===== src/rtl/lle_pkg.sv =====
package lle_pkg;

  localparam int LAT_W = 5;

  typedef logic [LAT_W-1:0] lat_t;

  // A programmed latency of zero behaves as one cycle.
  function automatic lat_t lat_floor1(input lat_t v);
    return (v == '0) ? lat_t'(1) : v;
  endfunction

endpackage


===== src/rtl/lle_pick.sv =====
// Lowest-index-first picker: one-hot grant plus "anything requested".
module lle_pick #(
  parameter int N = 8
) (
  input  logic [N-1:0] req,
  output logic [N-1:0] gnt,
  output logic         any
);

  always_comb begin
    gnt = '0;
    any = 1'b0;
    for (int i = N - 1; i >= 0; i--) begin
      if (req[i]) begin
        gnt    = '0;
        gnt[i] = 1'b1;
        any    = 1'b1;
      end
    end
  end

endmodule


===== src/rtl/lle_slot.sv =====
// One outstanding load: identity, data-present flag and deadline countdown.
module lle_slot
  import lle_pkg::*;
#(
  parameter int TAG_W  = 4,
  parameter int DEST_W = 6
) (
  input  logic              clk,
  input  logic              rst,
  input  logic              alloc,
  input  logic [TAG_W-1:0]  alloc_tag,
  input  logic [DEST_W-1:0] alloc_dest,
  input  lat_t              alloc_cnt,
  input  logic              fill,
  input  logic              retire,
  input  logic              hold,
  output logic              valid,
  output logic              have,
  output logic              due,
  output logic [TAG_W-1:0]  tag,
  output logic [DEST_W-1:0] dest
);

  logic              valid_q;
  logic              have_q;
  lat_t              cnt_q;
  logic [TAG_W-1:0]  tag_q;
  logic [DEST_W-1:0] dest_q;

  always_ff @(posedge clk) begin
    if (rst) begin
      valid_q <= 1'b0;
      have_q  <= 1'b0;
      cnt_q   <= '0;
      tag_q   <= '0;
      dest_q  <= '0;
    end else if (alloc) begin
      valid_q <= 1'b1;
      have_q  <= 1'b0;
      cnt_q   <= alloc_cnt;
      tag_q   <= alloc_tag;
      dest_q  <= alloc_dest;
    end else begin
      if (retire) begin
        valid_q <= 1'b0;
        have_q  <= 1'b0;
      end else if (fill) begin
        have_q <= 1'b1;
      end
      if (valid_q && !hold && cnt_q != '0) begin
        cnt_q <= cnt_q - lat_t'(1);
      end
    end
  end

  assign valid = valid_q;
  assign have  = have_q;
  assign due   = valid_q && (cnt_q == '0);
  assign tag   = tag_q;
  assign dest  = dest_q;

  // a held pipeline freezes this slot's countdown.
  p_cnt_frozen_r5: assert property (@(posedge clk) disable iff (rst)
    (valid_q && hold) |=> (cnt_q == $past(cnt_q)));

  // parked data stays until the slot is written back.
  p_data_kept_r3: assert property (@(posedge clk) disable iff (rst)
    (have_q && !retire) |=> have_q);

  // the top only retires a slot whose countdown has run out.
  p_retire_due_r2: assert property (@(posedge clk) disable iff (rst)
    retire |-> (valid_q && cnt_q == '0));

endmodule


===== src/rtl/load_latency_equalizer.sv =====
module load_latency_equalizer
  import lle_pkg::*;
#(
  parameter int SLOTS   = 8,
  parameter int TAG_W   = 4,
  parameter int DEST_W  = 6,
  parameter int DATA_W  = 32,
  parameter int LAT_RST = 4
) (
  input  logic              clk,
  input  logic              rst,
  input  logic              lat_we,
  input  logic [LAT_W-1:0]  lat_wdata,
  input  logic              iss_valid,
  input  logic [TAG_W-1:0]  iss_tag,
  input  logic [DEST_W-1:0] iss_dest,
  input  logic              rsp_valid,
  input  logic [TAG_W-1:0]  rsp_tag,
  input  logic [DATA_W-1:0] rsp_data,
  output logic              stall,
  output logic              wb_valid,
  output logic [TAG_W-1:0]  wb_tag,
  output logic [DEST_W-1:0] wb_dest,
  output logic [DATA_W-1:0] wb_data
);

  localparam int IDX_W = (SLOTS > 1) ? $clog2(SLOTS) : 1;

  // Latency register: sampled by issue before a same-edge write lands.
  lat_t lat_q;
  lat_t alloc_cnt;

  always_ff @(posedge clk) begin
    if (rst)         lat_q <= lat_t'(LAT_RST);
    else if (lat_we) lat_q <= lat_wdata;
  end

  assign alloc_cnt = lat_floor1(lat_q) - lat_t'(1);

  // Slot state vectors.
  logic [SLOTS-1:0]  s_valid, s_have, s_due;
  logic [TAG_W-1:0]  s_tag  [SLOTS];
  logic [DEST_W-1:0] s_dest [SLOTS];

  logic [SLOTS-1:0] free_gnt, fill_req, fill_gnt, ret_req, ret_gnt;
  logic             free_any, fill_any, ret_any;
  logic [IDX_W-1:0] fill_idx, ret_idx;
  logic             late, multi, hold, full, accept;

  always_comb begin
    for (int i = 0; i < SLOTS; i++) begin
      fill_req[i] = rsp_valid && s_valid[i] && !s_have[i] && (s_tag[i] == rsp_tag);
    end
  end

  lle_pick #(.N(SLOTS)) u_free_pick (.req(~s_valid), .gnt(free_gnt), .any(free_any));
  lle_pick #(.N(SLOTS)) u_fill_pick (.req(fill_req), .gnt(fill_gnt), .any(fill_any));

  // A due slot is ready if its data is parked or arrives right now.
  assign ret_req = s_due & (s_have | fill_gnt);

  lle_pick #(.N(SLOTS)) u_ret_pick (.req(ret_req), .gnt(ret_gnt), .any(ret_any));

  always_comb begin
    fill_idx = '0;
    ret_idx  = '0;
    for (int i = 0; i < SLOTS; i++) begin
      if (fill_gnt[i]) fill_idx = fill_idx | IDX_W'(i);
      if (ret_gnt[i])  ret_idx  = ret_idx  | IDX_W'(i);
    end
  end

  assign late   = |(s_due & ~s_have & ~fill_gnt);
  assign multi  = ($countones(s_due) > 1);
  assign hold   = late || multi;
  assign full   = !free_any;
  assign stall  = full || hold;
  assign accept = iss_valid && !stall;

  genvar g;
  generate
    for (g = 0; g < SLOTS; g++) begin : g_slot
      lle_slot #(.TAG_W(TAG_W), .DEST_W(DEST_W)) u_slot (
        .clk        (clk),
        .rst        (rst),
        .alloc      (accept && free_gnt[g]),
        .alloc_tag  (iss_tag),
        .alloc_dest (iss_dest),
        .alloc_cnt  (alloc_cnt),
        .fill       (fill_gnt[g]),
        .retire     (ret_gnt[g]),
        .hold       (hold),
        .valid      (s_valid[g]),
        .have       (s_have[g]),
        .due        (s_due[g]),
        .tag        (s_tag[g]),
        .dest       (s_dest[g])
      );
    end
  endgenerate

  // Parked response data: one write, one read per cycle, no reset.
  logic [DATA_W-1:0] park_mem [SLOTS];

  always_ff @(posedge clk) begin
    if (fill_any) park_mem[fill_idx] <= rsp_data;
  end

  always_ff @(posedge clk) begin
    if (rst) begin
      wb_valid <= 1'b0;
      wb_tag   <= '0;
      wb_dest  <= '0;
      wb_data  <= '0;
    end else begin
      wb_valid <= ret_any;
      if (ret_any) begin
        wb_tag  <= s_tag[ret_idx];
        wb_dest <= s_dest[ret_idx];
        wb_data <= s_have[ret_idx] ? park_mem[ret_idx] : rsp_data;
      end
    end
  end

  // no slot is taken while the pipeline is held.
  p_issue_blocked_r6: assert property (@(posedge clk) disable iff (rst)
    stall |=> ($countones(s_valid) <= $past($countones(s_valid))));

endmodule


===== config.mk =====
export PLATFORM = sky130hd
export DESIGN_NAME = load_latency_equalizer
export DESIGN_NICKNAME = d
export VERILOG_FILES = /design/src/rtl/lle_pkg.sv /design/src/rtl/lle_pick.sv /design/src/rtl/lle_slot.sv /design/src/rtl/load_latency_equalizer.sv
export SDC_FILE = /design/constraint.sdc
export NUM_CORES = 1
export LEC_CHECK = 0
export ABC_AREA = 1
export BUFFER_PORTS_ARGS = -buffer_cell sky130_fd_sc_hd__buf_2
export CORE_MARGIN = 8
export CORE_UTILIZATION = 35
export CTS_CLUSTER_SIZE = 12
export DETAILED_ROUTE_END_ITERATION = 10
export PLACE_DENSITY_LB_ADDON = 0.05
export RECOVER_POWER = 100
export SLEW_MARGIN = 20
export SYNTH_ARGS = -nofsm -noshare
export SYNTH_HDL_FRONTEND = slang
export SYNTH_SLANG_ARGS = --single-unit

===== constraint.sdc =====
create_clock -name clk -period 4.7 [get_ports clk]
set_input_delay 0.235 -clock clk [delete_from_list [all_inputs] [get_ports clk]]
set_output_delay 0.235 -clock clk [all_outputs]
set_load 0.005 [all_outputs]

==> results.md <==
- Slew headroom: -98.9%
- Vias per cell: 4.95
- Gpl congestion: between 0.8 and 0.9
- Vias: 17.6k
- Endpoints failing hold: 0
- HPWL after DPL: roughly 38 mm
- Setup CP Type: flip-flop to output pin
- Yosys reg bits: 440
- Min-Delay Startpoint: iss_tag[3]
- First-pass GRT wire length: 99.9 mm
- HP Class: input port to flip-flop
- Vias in the first global route: between 15k and 20k
- Post-synthesis sequential area ratio: a little over half
- Failing checks: max-capacitance violations, max-slew violations, negative setup slack
- Critical Path End Type: output pin
- Core area: around 60,000 um^2
- CTS tree: built
- Power per cell area: 359 nW/um^2
- Max_cap viols: 3
- Design Area, Final: roughly 27,000 um^2
- Largest net degree at the start of global routing: 140
- YS warnings: 0
- Main synth FF type: edfxtp_1
- Leakage: 11.1 nW
- Critical path origin: g_slot[3].u_slot.cnt_q[1]$_SDFFE_PP0P_
- Period utilization: 103%
- GR Overflow Total: 0
- Initial drt markers: roughly 1.0k
- Clock H-tree levels: 2
- Combinational power share: 13.0%
- Status: finished with violations
- Die width: between 200 and 300 um
- Pins Over Slew Limit: 99
- Initial Utilization: between 30% and 40%
- Antenna Nets Post-Route: 0
- Met2 Use GR: a little under a third
- Gate Count Post-Synth: roughly 2.5k
- Multi-input combinational cell area: between 8000 and 9000 um^2
- Non-Filler Instances: about 3.6k
- Post-route total power: roughly 9.5 mW
- VDD IR max: approximately 0.26 mV
- RSZ-0062 raised after global routing: true
- Critical Path Start Type: flip-flop
- Clk network pwr share: between 40% and 50%
- Final setup fails: 81
- Total CTS buffers: 52
- Setup Skew: approximately 0.03 ns
- Die Y: ~260 um
- Cell-internal power: 7.16 mW
- Max Clk Rate: a little over 0.2 GHz
- Share of cells above drive strength 1: 18.1%
- Number of synthesized flops with an enable pin: ~260
- R2R cell count: 38
- Worst Setup Slack, final: -0.124 ns
- Clk slew on worst S/H paths: approximately 0.060 ns
- Sequential share of power: a little over two fifths
- Detailed Route WL: slightly below 70 mm
- Ys async rst share: 0%
- Total global-route track usage: a little under a fifth
- Grt peak-use layer: met2
- # IOs: 100
- Reg-to-reg endpoint: g_slot[1].u_slot.cnt_q[2]$_SDFFE_PP0P_
- DRC Markers: 0
- Row cnt: 90
- Crit-path max FO: 3
- Sw Ratio: between 20% and 30%
- WP data required: between 4 and 5 ns
- Clk_lat worst skew: approximately 0.6 ns
- Synth Cell Area: ~21,000 um^2
- Fillers: between 5k and 6k
- Pre-antenna DRT Iters: 5
- Worst path arrival time: ~4.6 ns
- Dpl cell area: about 23,000 um^2
- Pre-CTS setup slack: -0.355 ns
- Syn nets: 2,574
- Syn_area_per_cell: roughly 8.4 um^2
- Worst r2r src: g_slot[1].u_slot.cnt_q[0]$_SDFFE_PP0P_
- Nets@finish: around 2.8k
- Worst-margin pin slew: roughly 3.0 ns
- DIE AREA: 68,300 um^2
- CTS max path bufs: 3
- Area grow syn2layout: 26.0%
- WL per Instance: 19.5 um
- R2R Setup Slk: -0.11 ns
- Antenna violations before repair: 6
- Hold Slack: 0.0553 ns
- Post-synth cell types: between 40 and 50
- Tmin final: ~4.8 ns
- GR Layer Usage met3: roughly 2.6%
- Root Buffer: clkbuf_16
- Num Clock Sinks: 440
- Grt met1 use: 25.7%
- Switching power: 2.39 mW
- Worst setup path endpoint: stall
- Placed insts: 3,334
- FF+latch area: around 11,000 um^2
- Port bufs: 99
power groups by stage:
stage | Combinational (mW) | Clock, mW | Sequential (mW)
floorplan | 0.481 | 0 | 4.27
global placement | 0.856 | 0 | 4.27
detailed placement | 0.859 | 0 | 4.27
CTS | 1.07 | 4.20 | 4.20
global route | 1.35 | 4.34 | 4.21
finish | 1.25 | 4.10 | 4.20
state kept, by name, summed over array words and instances, names as in the netlist:
signal / count
g_slot.u_slot.dest: 48
g_slot.u_slot.valid: 8
wb_tag: 4
wb_valid: 1
wb_dest: 6
g_slot.u_slot.tag: 32
park_mem: 256
g_slot.u_slot.have: 8
lat_q: 5
g_slot.u_slot.cnt_q: 40
wb_data: 32
synthesized netlist by cell type, types with 19 or more instances:
cell type	instances	area [um^2]
nand2_1	412	1550
inv_1	389	1460
nand3_1	362	1810
edfxtp_1	256	7690
nor2_1	230	863
dfxtp_1	184	3680
a21oi_1	176	881
o21ai_0	132	661
clkbuf_1	55	206
buf_2	50	250
o211ai_1	27	203
buf_4	21	158
o21ai_1	20	100
xor2_1	19	166
cells in the final DEF, fill, tap and decap left out, drive strengths merged, types with 2 or more instances in the layout:
cell and count:
a211oi 5, nor2 246, xor2 19, clkbuf 154, nor3b 2, o21ai 153
a21oi 177, clkinv 23, nor4 5, nand2 426, bufinv 3, edfxtp 256
inv 403, nor3 8, o211ai 27, buf 185, or2 4, o22ai 2
diode 3, nand4 15, a31oi 7, xnor2 13, dlygate4sd3 53, fa 4
nand3 384, dfxtp 184, ha 16
worst max-delay path: stages, from the launching register on:
cell and delay (ns):
dfxtp_2 0.32, inv_1 0.06, ha_2 0.19, nand3_2 0.09
nor2_2 0.05, fa_1 0.56, inv_2 0.04, fa_1 0.49
fa_1 0.51, inv_1 0.04, ha_2 0.19, fa_2 0.35
o21ai_2 0.11, nand2_1 0.06, nor2_1 0.11, nand2_1 0.07
a31oi_2 0.19, nand4_1 0.12, nor2_1 0.10, buf_4 0.12
buf_6 0.09, inv_2 0.03, buf_6 0.10
per-layer routing:
layer,wire length [um],vias up
li1,-,8675
met1,32800,8493
met2,32200,363
met3,3050,100
met4,1410,6
met5,34,-
through the flow:
stage | utilization [%] | TNS [ns]
floorplan | - | 0
global placement | 37.9 | -12.87
detailed placement | 37.9 | -22.57
CTS | 42.3 | -0.168
global route | 44.3 | -38.28
finish | 44.3 | -3.96
area by class of cell:
class	count	area share [%]
Antenna cell	3	0.0283
Clock buffer	77	5.78
Clock inverter	21	0.810
Inverter	406	5.92
Multi-Input combinational cell	1518	30.9
Sequential cell	440	42.8
Tap cell	782	3.68
Timing Repair Buffer	315	9.97
Timing Repair inverter	3	0.108
logic make-up after synthesis:
group           share of synthesized area [%]
compound gates                           9.40
xor+xnor                                 1.33
buf+inv                                  10.6
simple gates                             23.4
flops                                    53.9
fa+ha+maj                                1.33
worst min-delay path by stage:
| stage | to | slack [ns] | depth (start not counted) |
|---|---|---|---|
| finish | g_slot[1].u_slot.tag[3]$_SDFFE_PP0P_ | 0.06 | 3 |
| global route | g_slot[1].u_slot.tag[3]$_SDFFE_PP0P_ | 0.05 | 3 |
| CTS | g_slot[1].u_slot.tag[3]$_SDFFE_PP0P_ | 0.008 | 3 |
| detailed placement | g_slot[6].u_slot.dest[2]$_SDFFE_PP0P_ | 0.45 | 2 |
| global placement | g_slot[6].u_slot.dest[4]$_SDFFE_PP0P_ | 0.44 | 2 |
| floorplan | park_mem[0][0]$_DFFE_PP_ | 0.33 | 0 |
repair_timing:
item	CTS	global route
gates resized for setup	39	261
pin swaps	16	38
endpoints found under the setup margin	134	135
endpoints found under the hold margin	283	0
gates cloned	0	19
hold buffers	53	0
setup buffers	38	22
(Power assumes the default switching activity.)
